`config.mk`:
```
export PLATFORM = sky130hd
export DESIGN_NAME = dual_plane_digit_store
export DESIGN_NICKNAME = d
export VERILOG_FILES = /design/src/rtl/dps_pkg.sv /design/src/rtl/dps_plane_bank.sv /design/src/rtl/dps_blink_timer.sv /design/src/rtl/dps_glyph_mux.sv /design/src/rtl/dual_plane_digit_store.sv
export SDC_FILE = /design/constraint.sdc
export NUM_CORES = 1
export LEC_CHECK = 0
export BUFFER_PORTS_ARGS = -buffer_cell sky130_fd_sc_hd__buf_2
export CORE_MARGIN = 5
export CORE_UTILIZATION = 50
export CTS_BUF_LIST = sky130_fd_sc_hd__clkbuf_4
export DETAILED_ROUTE_END_ITERATION = 10
export PLACE_DENSITY = 0.81
export SLEW_MARGIN = 20
export SYNTH_ARGS = -nofsm -noshare
export SYNTH_HDL_FRONTEND = slang
export SYNTH_HIERARCHICAL = 1
export SYNTH_SLANG_ARGS = --single-unit
```
`constraint.sdc`:
```
create_clock -name clk -period 2.6 [get_ports clk]
set_clock_uncertainty 0.2 [all_clocks]
set_input_delay 0.78 -clock clk [delete_from_list [all_inputs] [get_ports clk]]
set_output_delay 0.78 -clock clk [all_outputs]
set_load 0.01 [all_outputs]
```
`src/rtl/dps_pkg.sv`:
```
package dps_pkg;

    localparam int unsigned BYTE_W = 8;
    localparam int unsigned IDX_W  = 7;
    localparam int unsigned N_PLANES = 2;

    // stored byte: top bit asks for inverted font rows, rest indexes the font
    typedef struct packed {
        logic             inv;
        logic [IDX_W-1:0] idx;
    } glyph_t;

    // write plane mask encoding
    typedef enum logic [1:0] {
        PL_NONE = 2'b00,
        PL_ZERO = 2'b01,
        PL_ONE  = 2'b10,
        PL_BOTH = 2'b11
    } plane_sel_t;

    function automatic logic plane_hit(plane_sel_t sel, int unsigned plane);
        return sel[plane];
    endfunction

    function automatic glyph_t to_glyph(logic [BYTE_W-1:0] b);
        return glyph_t'(b);
    endfunction

endpackage

```
`src/rtl/dps_plane_bank.sv`:
```
module dps_plane_bank
    import dps_pkg::*;
#(
    parameter int N_DIG = 4,
    localparam int DIG_W = $clog2(N_DIG)
) (
    input  logic              clk,
    input  logic              rst,
    input  logic              clear,
    input  logic              we,
    input  logic [DIG_W-1:0]  waddr,
    input  glyph_t            wdata,
    output glyph_t            q [N_DIG]
);

    for (genvar d = 0; d < N_DIG; d++) begin : g_digit
        always_ff @(posedge clk) begin
            if (rst || clear) begin
                q[d] <= '0;
            end else if (we && (waddr == DIG_W'(d))) begin
                q[d] <= wdata;
            end
        end
    end

endmodule

```
`src/rtl/dps_blink_timer.sv`:
```
module dps_blink_timer #(
    parameter int RATE_W = 4
) (
    input  logic              clk,
    input  logic              rst,
    input  logic              restart,
    input  logic              tick,
    input  logic [RATE_W-1:0] rate,
    output logic              phase
);

    logic [RATE_W-1:0] tick_cnt;
    logic              wrap;

    assign wrap = (tick_cnt >= rate);

    always_ff @(posedge clk) begin
        if (rst || restart) begin
            tick_cnt <= '0;
            phase    <= 1'b0;
        end else if (tick) begin
            if (wrap) begin
                tick_cnt <= '0;
                phase    <= ~phase;
            end else begin
                tick_cnt <= tick_cnt + 1'b1;
            end
        end
    end

endmodule

```
`src/rtl/dps_glyph_mux.sv`:
```
module dps_glyph_mux
    import dps_pkg::*;
#(
    parameter int N_DIG = 4,
    localparam int DIG_W = $clog2(N_DIG)
) (
    input  glyph_t            plane0 [N_DIG],
    input  glyph_t            plane1 [N_DIG],
    input  logic [DIG_W-1:0]  sel_digit,
    input  logic              blink_en,
    input  logic              phase,
    output glyph_t            glyph
);

    logic use_p1;
    assign use_p1 = blink_en && phase;

    always_comb begin
        glyph = use_p1 ? plane1[sel_digit] : plane0[sel_digit];
    end

endmodule

```
`src/rtl/dual_plane_digit_store.sv`:
```
module dual_plane_digit_store
    import dps_pkg::*;
#(
    parameter int N_DIG  = 4,
    parameter int RATE_W = 4,
    localparam int DIG_W = $clog2(N_DIG)
) (
    input  logic              clk,
    input  logic              rst,
    input  logic              clear_all,
    input  logic              wr_en,
    input  logic [DIG_W-1:0]  wr_digit,
    input  logic [1:0]        wr_plane,
    input  logic [7:0]        wr_data,
    input  logic [DIG_W-1:0]  rd_digit,
    output logic [7:0]        rd_data,
    input  logic              blink_en,
    input  logic              blink_rst,
    input  logic              tick,
    input  logic [RATE_W-1:0] blink_rate,
    input  logic [DIG_W-1:0]  scan_digit,
    output logic [6:0]        font_idx,
    output logic              font_inv,
    output logic              blink_phase
);

    plane_sel_t plane_mask;
    glyph_t     wr_glyph;
    glyph_t     bank_q [N_PLANES][N_DIG];
    glyph_t     scan_glyph;
    logic       phase;

    assign plane_mask = plane_sel_t'(wr_plane);
    assign wr_glyph   = to_glyph(wr_data);

    for (genvar p = 0; p < N_PLANES; p++) begin : g_plane
        logic plane_we;
        assign plane_we = wr_en && plane_hit(plane_mask, p);

        dps_plane_bank #(.N_DIG(N_DIG)) u_bank (
            .clk   (clk),
            .rst   (rst),
            .clear (clear_all),
            .we    (plane_we),
            .waddr (wr_digit),
            .wdata (wr_glyph),
            .q     (bank_q[p])
        );
    end

    dps_blink_timer #(.RATE_W(RATE_W)) u_timer (
        .clk     (clk),
        .rst     (rst),
        .restart (blink_rst),
        .tick    (tick),
        .rate    (blink_rate),
        .phase   (phase)
    );

    dps_glyph_mux #(.N_DIG(N_DIG)) u_mux (
        .plane0    (bank_q[0]),
        .plane1    (bank_q[1]),
        .sel_digit (scan_digit),
        .blink_en  (blink_en),
        .phase     (phase),
        .glyph     (scan_glyph)
    );

    assign rd_data     = bank_q[0][rd_digit];
    assign font_idx    = scan_glyph.idx;
    assign font_inv    = scan_glyph.inv;
    assign blink_phase = phase;

endmodule

```
==> results.sh, run 1 <==
export IMPL_outcome="finished, violations left"
export IMPL_failing_checks="negative setup slack"
export IMPL_synth_nets=377
export IMPL_ff_latch_area_um2=1380
export IMPL_drive_gt1_frac=0.487
export IMPL_synth_area_per_cell_um2=11.8
export IMPL_post_drt_wl_per_cell_um=19.5
export IMPL_initial_utilization=0.520
export IMPL_achievable_frequency_ghz=0.335
export IMPL_hold_buf_cts=0
export IMPL_crit_path_max_fanout=6
export IMPL_multiInputGateArea_um2=2530
export IMPL_grt_setup_unrepaired="true"
export IMPL_cts_root_to_sink_buffers=2
export IMPL_cp_buffers_inverters=3
export IMPL_ys_ff_latch=69
export IMPL_power_static_leakage_uw=0.00215
export IMPL_cellPowerDensity_nw_per_um2=459
export IMPL_hp_class="reg -> reg"
export IMPL_drt_pass1_iterations=5
export IMPL_die_width_um=100
export IMPL_clk_insertion_delay_late_ns=0.42
export IMPL_post_route_util=0.612
export IMPL_hold_worst_slack_ns=0.329
export IMPL_grt_antenna_before_repair=0
export IMPL_number_of_clock_buffers_inserted_by_tritoncts=9
export IMPL_final_net_count=415
export IMPL_layout_worst_path_cycle_share=1.15
export IMPL_tritoncts_clock_tree="done"
export IMPL_core_area_um2=7810
export IMPL_cts_htree_levels=3
export IMPL_drt_total_wl_um=9560
export IMPL_vias_per_std_cell=5.85
export IMPL_setup_crit_end_kind="primary output"
export IMPL_vertical_extent_of_the_die_um=100
export IMPL_area_growth_synth_to_final_pct=17.7
export IMPL_final_area_um2=4780
export IMPL_max_slew_margin_rel=0.559
export IMPL_timing_critical_path_max_delay_family="multiplexers"
export IMPL_routed_via_count=2866
export IMPL_worst_path_largest_cell_delay_ns=0.50
export IMPL_first_pass_grt_wire_length_um=15300
export IMPL_worst_path_max_delay_cell="sky130_fd_sc_hd__mux4_2"
export IMPL_grt_overflow_total=0
export IMPL_period_minus_slack_ns=2.98
export IMPL_cp_start_kind="primary input"
export IMPL_num_antenna_cells=0
export IMPL_layout_cells_non_filler=490
export IMPL_drt_initial_drc_count=231
export IMPL_report_final_hold_viol_count=0
export IMPL_crit_type="in -> out"
export IMPL_tightest_slew_ns=0.662
export IMPL_clkSinkCount=69
export IMPL_antenna_left=0
export IMPL_slew_violations=0
export IMPL_detailed_place_hpwl_um=6340
export IMPL_required_ns=1.62
export IMPL_timing_max_cap_violations=0
export IMPL_nFillCells=608
export IMPL_synth_seq_area_share=0.340
export IMPL_grt_max_degree=81
export IMPL_port_buffers=43
export IMPL_post_cts_setup_buffers=0
export IMPL_design_portCount=44
export IMPL_placedInstanceArea_um2=4380
export IMPL_placedCellCount=472
export IMPL_ctsRootBufferMaster="sky130_fd_sc_hd__clkbuf_4"
export IMPL_synth_area_um2=4060
export IMPL_drc=0
export IMPL_report_power_total_uw=2190
export IMPL_critical_path_cell_chain="buf_12, buf_16, mux2_4, mux4_2, buf_6"
export IMPL_cell_rows=32
export IMPL_cts_clk_slew_worst_paths_ns=0.11
export IMPL_finalWorstSetupSlack_ns=-0.382
export IMPL_floorplan_die_area_um2=10000
export IMPL_max_vdd_ir_drop_mv=0.290
export IMPL_setup_violations_final=8
export IMPL_via_count_of_the_first_global_routing_pass=2967
export IMPL_grtUsageTotal=0.193
export IMPL_routabilityCongestion=0.818
export IMPL_syn_inst_count=345
export IMPL_ys_warnings=6
export IMPL_unique_cell_type_count_in_the_yosys_netlist=36
export IMPL_timing_critical_path_arrival_ns=2.00
==> repair_timing <==
item,CTS,global route
pin swaps,0,0
endpoints found under the hold margin,0,0
gates cloned,3,0
resized for setup,24,12
endpoints found under the setup margin,16,8
==> flip-flops by register name (all words and copies together) (netlist names) <==
name / cells
u_timer/tick_cnt: 4
g_plane.u_bank/q: 64
u_timer/phase: 1
==> cells in the mapped netlist (all sizes together) <==
cell type / n / share of area
a2111oi: 1 / 0.0068
a21oi: 3 / 0.0037
and2: 2 / 0.0031
and3b: 4 / 0.0086
buf: 10 / 0.026
clkbuf: 21 / 0.020
dfxtp: 69 / 0.34
ha: 5 / 0.015
inv: 7 / 0.0065
mux2: 33 / 0.10
mux2i: 64 / 0.16
mux4: 16 / 0.089
nand2: 5 / 0.0046
nand2b: 1 / 0.0034
nand3: 2 / 0.0025
nand3b: 4 / 0.0074
nand4: 1 / 0.0015
nor2: 4 / 0.0037
nor2b: 1 / 0.0015
nor3: 2 / 0.0037
nor3b: 2 / 0.0037
o211ai: 2 / 0.0037
o21a: 1 / 0.0018
o22ai: 1 / 0.0015
or2: 1 / 0.0015
or3b: 82 / 0.18
xor2: 1 / 0.0022
==> worst paths after layout <==
| check | end | slack [ns] | start | cells after the start |
|---|---|---|---|---|
| min | u_timer/tick_cnt[0] | 0.33 | u_timer/tick_cnt[0] | 2 |
| max | font_idx[0] | -0.38 | scan_digit[0] | 5 |
| min reg2reg | u_timer/tick_cnt[0] | 0.33 | u_timer/tick_cnt[0] | 2 |
| max reg2reg | u_timer/phase | 0.62 | u_timer/tick_cnt[0] | 6 |
==> final cells by class <==
class / instances / area share
clock buffer: 9 / 0.0141
clock inverter: 7 / 0.0238
inverter: 7 / 0.00550
timing repair buffer: 58 / 0.111
tap: 102 / 0.0267
sequential: 69 / 0.289
multi-input combinational: 238 / 0.529
==> cell families after synthesis <==
logic type,Yosys count,synth area share
DFF,69,0.340
AOI/OAI and AO/OA,8,0.0176
xor gates and xnor gates,1,0.00216
muxes,113,0.350
adders and majority gates,5,0.0154
and+or+nand+nor,111,0.222
buffers and inverters,38,0.0524
==> where the power goes <==
| part | internal [uW] | switching, uW | leakage, uW |
|---|---|---|---|
| combinational | 118 | 127 | 0.00150 |
| clock | 481 | 394 | 0.0000896 |
| sequential | 1070 | 6.70 | 0.000557 |
| total | 1670 | 527 | 0.00215 |
==> worst min-delay path, delay by kind of cell, from the launching register on <==
| kind | cells | cell delay [ns] |
|---|---|---|
| DFF | 1 | 0.36 |
| AOI/OAI and AO/OA | 1 | 0.06 |
| and+or+nand+nor | 1 | 0.08 |
==> routing by layer <==
layer  share of wire  up-vias  track usage
met4           0.019        0       0.0881
met2            0.50       87        0.320
met5               0        -            0
li1                -     1359            -
met1            0.44     1400        0.245
met3           0.050       20       0.0354
==> placed cells by master, fill, tap and decap left out, drive strengths merged, types with 2 or more instances in the layout <==
master	instances
mux2i	64
nor2	4
nand3	2
nor3b	2
or3b	82
mux2	33
mux4	16
inv	7
bufinv	3
nand3b	4
nand2	5
ha	5
clkinv	2
o211ai	2
and3b	4
nor3	2
and2	2
clkbuf	9
buf	58
a21oi	3
clkinvlp	2
dfxtp	69
==> through the flow <==
| stage | worst slack (ns) | setup TNS, ns |
|---|---|---|
| finish | -0.382 | -2.88 |
| global route | -0.393 | -3.00 |
| CTS | -0.376 | -2.89 |
| detailed placement | -0.457 | -3.98 |
| global placement | -0.454 | -3.95 |
| floorplan | -0.191 | -1.53 |
Note: power is estimated with default switching activity, not from simulation.
==> inputs of run 2 (changes only) <==
--- a/config.mk
+++ b/config.mk
@@ -11,6 +11,7 @@
 export CTS_BUF_LIST = sky130_fd_sc_hd__clkbuf_4
 export DETAILED_ROUTE_END_ITERATION = 10
 export PLACE_DENSITY = 0.81
+export REMOVE_ABC_BUFFERS = 1
 export SLEW_MARGIN = 20
 export SYNTH_ARGS = -nofsm -noshare
 export SYNTH_HDL_FRONTEND = slang
==> run 2 against run 1 <==
Compared with the run above: the flow still finishes with violations (negative setup slack); flip-flop and latch count stayed put; sequential share of layout area is 0.19 points higher; die area is the same; total power shrank 15%; critical path depth stayed put; worst hold slack worse by 0.0089 ns; sequential power barely moved; clock-buffer cell count up 1; largest power group unchanged; highest routed layer unchanged.
==> results.sh, run 2 (synthesized netlist as in run 1, its figures left out) <==
export IMPL_period_minus_slack_ns=2.98
export IMPL_achievable_frequency_ghz=0.336
export IMPL_final_net_count=422
export IMPL_worst_path_largest_cell_delay_ns=0.48
export IMPL_die_width_um=100
export IMPL_timing_max_cap_violations=0
export IMPL_cell_rows=32
export IMPL_worst_path_max_delay_cell="sky130_fd_sc_hd__mux4_2"
export IMPL_crit_path_frequent_cell="sky130_fd_sc_hd__buf_16"
export IMPL_tritoncts_clock_tree="done"
export IMPL_port_buffers=43
export IMPL_finalWorstSetupSlack_ns=-0.377
export IMPL_drt_pass1_iterations=4
export IMPL_via_count_of_the_first_global_routing_pass=3123
export IMPL_min_path_cells=2
export IMPL_number_of_clock_buffers_inserted_by_tritoncts=9
export IMPL_timing_critical_path_arrival_ns=2.00
export IMPL_cts_root_to_sink_buffers=2
export IMPL_vias_per_std_cell=5.90
export IMPL_first_pass_grt_wire_length_um=16100
export IMPL_mostFrequentLayoutCell="sky130_fd_sc_hd__dfxtp_1"
export IMPL_final_cell_mix="sky130_fd_sc_hd__dfxtp_1 (69), sky130_fd_sc_hd__or3b_2 (64), sky130_fd_sc_hd__mux2i_1 (64), sky130_fd_sc_hd__buf_2 (32), sky130_fd_sc_hd__mux2_4 (31)"
export IMPL_cts_clk_slew_worst_paths_ns=0.10
export IMPL_r2r_worst_path_cells=6
export IMPL_cellPowerDensity_nw_per_um2=392
export IMPL_number_of_flip_flops_in_the_largest_register=64
export IMPL_critical_path_cell_chain="buf_16, buf_16, mux2_4, mux4_2, buf_6"
export IMPL_critical_hold_path_startpoint="u_timer/tick_cnt[1]"
export IMPL_setup_violations_final=8
export IMPL_ff_latch_area_um2=1380
export IMPL_max_vdd_ir_drop_mv=0.172
export IMPL_crit_path_max_fanout=7
export IMPL_multiInputGateArea_um2=2530
export IMPL_grt_antenna_before_repair=0
export IMPL_report_final_hold_viol_count=0
export IMPL_post_cts_setup_buffers=0
export IMPL_drt_total_wl_um=9890
export IMPL_setup_crit_end_kind="primary output"
export IMPL_reg2reg_to="u_timer/phase"
export IMPL_routed_via_count=2905
export IMPL_rr_startpoint="u_timer/tick_cnt[0]"
export IMPL_outcome="finished, violations left"
export IMPL_clk_insertion_delay_late_ns=0.41
export IMPL_grtUsageMet1=0.250
export IMPL_reg_top3="g_plane.u_bank/q (64), u_timer/tick_cnt (4), u_timer/phase (1)"
export IMPL_clkSinkCount=69
export IMPL_reg2reg_setup_slack_ns=0.62
export IMPL_antenna_left=0
export IMPL_layout_worst_path_cycle_share=1.15
export IMPL_drive_gt1_frac=0.490
export IMPL_required_ns=1.62
export IMPL_floorplan_die_area_um2=10000
export IMPL_design_portCount=44
export IMPL_placedCellCount=478
export IMPL_core_area_um2=7810
export IMPL_failing_checks="negative setup slack"
export IMPL_hold_buf_cts=0
export IMPL_cts_htree_levels=3
export IMPL_regMostFlops="g_plane.u_bank/q"
export IMPL_grt_util_met2=0.355
export IMPL_slew_violations=0
export IMPL_worstHoldEndpoint="u_timer/tick_cnt[1]"
export IMPL_grt_overflow_total=0
export IMPL_max_slew_margin_rel=0.675
export IMPL_busiest_layer="met2"
export IMPL_final_area_um2=4750
export IMPL_grtUsageTotal=0.204
export IMPL_cp_start_kind="primary input"
export IMPL_post_drt_wl_per_cell_um=20.1
export IMPL_grt_setup_unrepaired="true"
export IMPL_nFillCells=600
export IMPL_crit_type="in -> out"
export IMPL_hp_class="reg -> reg"
export IMPL_grtUsageMet3=0.0285
export IMPL_layout_cells_non_filler=492
export IMPL_drc=0
export IMPL_placedInstanceArea_um2=4410
export IMPL_setup_tns_ns=-2.93
export IMPL_routabilityCongestion=0.840
export IMPL_power_static_leakage_uw=0.00215
export IMPL_vertical_extent_of_the_die_um=100
export IMPL_hold_worst_slack_ns=0.320
export IMPL_report_power_total_uw=1860
export IMPL_grt_max_degree=34
export IMPL_drt_initial_drc_count=154
export IMPL_area_growth_synth_to_final_pct=16.9
export IMPL_tightest_slew_ns=0.488
export IMPL_num_antenna_cells=0
export IMPL_ctsRootBufferMaster="sky130_fd_sc_hd__clkbuf_4"
export IMPL_initial_utilization=0.520
export IMPL_detailed_place_hpwl_um=6630
-- run 2: cell count changes in the layout (fill, tap and decap cells not counted), sizes merged --
cell,delta
bufinv,-3
clkinv,-1
clkinvlp,-2
buf,+7
clkbuf,+1
-- run 2: final cells by class --
class,count,share of cell area
clock buffers,10,0.0158
clock inverters,1,0.000791
inverters,7,0.00554
multi-input cells,238,0.534
flip-flops and latches,69,0.291
well taps,102,0.0269
repair buffers,65,0.126
-- run 2: metrics by stage --
stage	utilization	worst slack, ns
after floorplan	-	0.0613
after global placement	0.565	-0.447
after detailed placement	0.565	-0.477
after CTS	0.604	-0.377
after global routing	0.608	-0.404
final	0.608	-0.377
-- run 2: worst max-delay path, delay by kind of cell --
family	cells	cell delay [ns]
buf+inv	3	0.43
mux	2	0.78
-- run 2: report_power, final --
group	internal (uW)	total (uW)	switching, uW
Combinational	127	257	130
Sequential	1070	1070	6.70
Clock	179	529	350
Total	1370	1860	487
-- run 2: repair_timing --
action,4_1_cts,5_1_grt
resized for setup,33,8
gates cloned,4,0
endpoints found under the setup margin,16,11
-- run 2: metal layers --
layer	vias up	share of wire
li1	1367	-
met1	1446	0.43
met2	78	0.51
met3	14	0.044
met4	0	0.018
met5	-	0
-- run 2: worst max-delay path by stage --
stage / startpoint / to / slack (ns) / cells after the start
2_1_floorplan: scan_digit[0] / font_idx[6] / 0.06 / 2
3_3_place_gp: scan_digit[0] / font_idx[3] / -0.45 / 5
3_5_place_dp: scan_digit[0] / font_idx[3] / -0.48 / 5
4_1_cts: scan_digit[0] / font_idx[4] / -0.38 / 5
5_1_grt: scan_digit[0] / font_idx[5] / -0.40 / 5
6_report: scan_digit[0] / font_idx[5] / -0.38 / 5
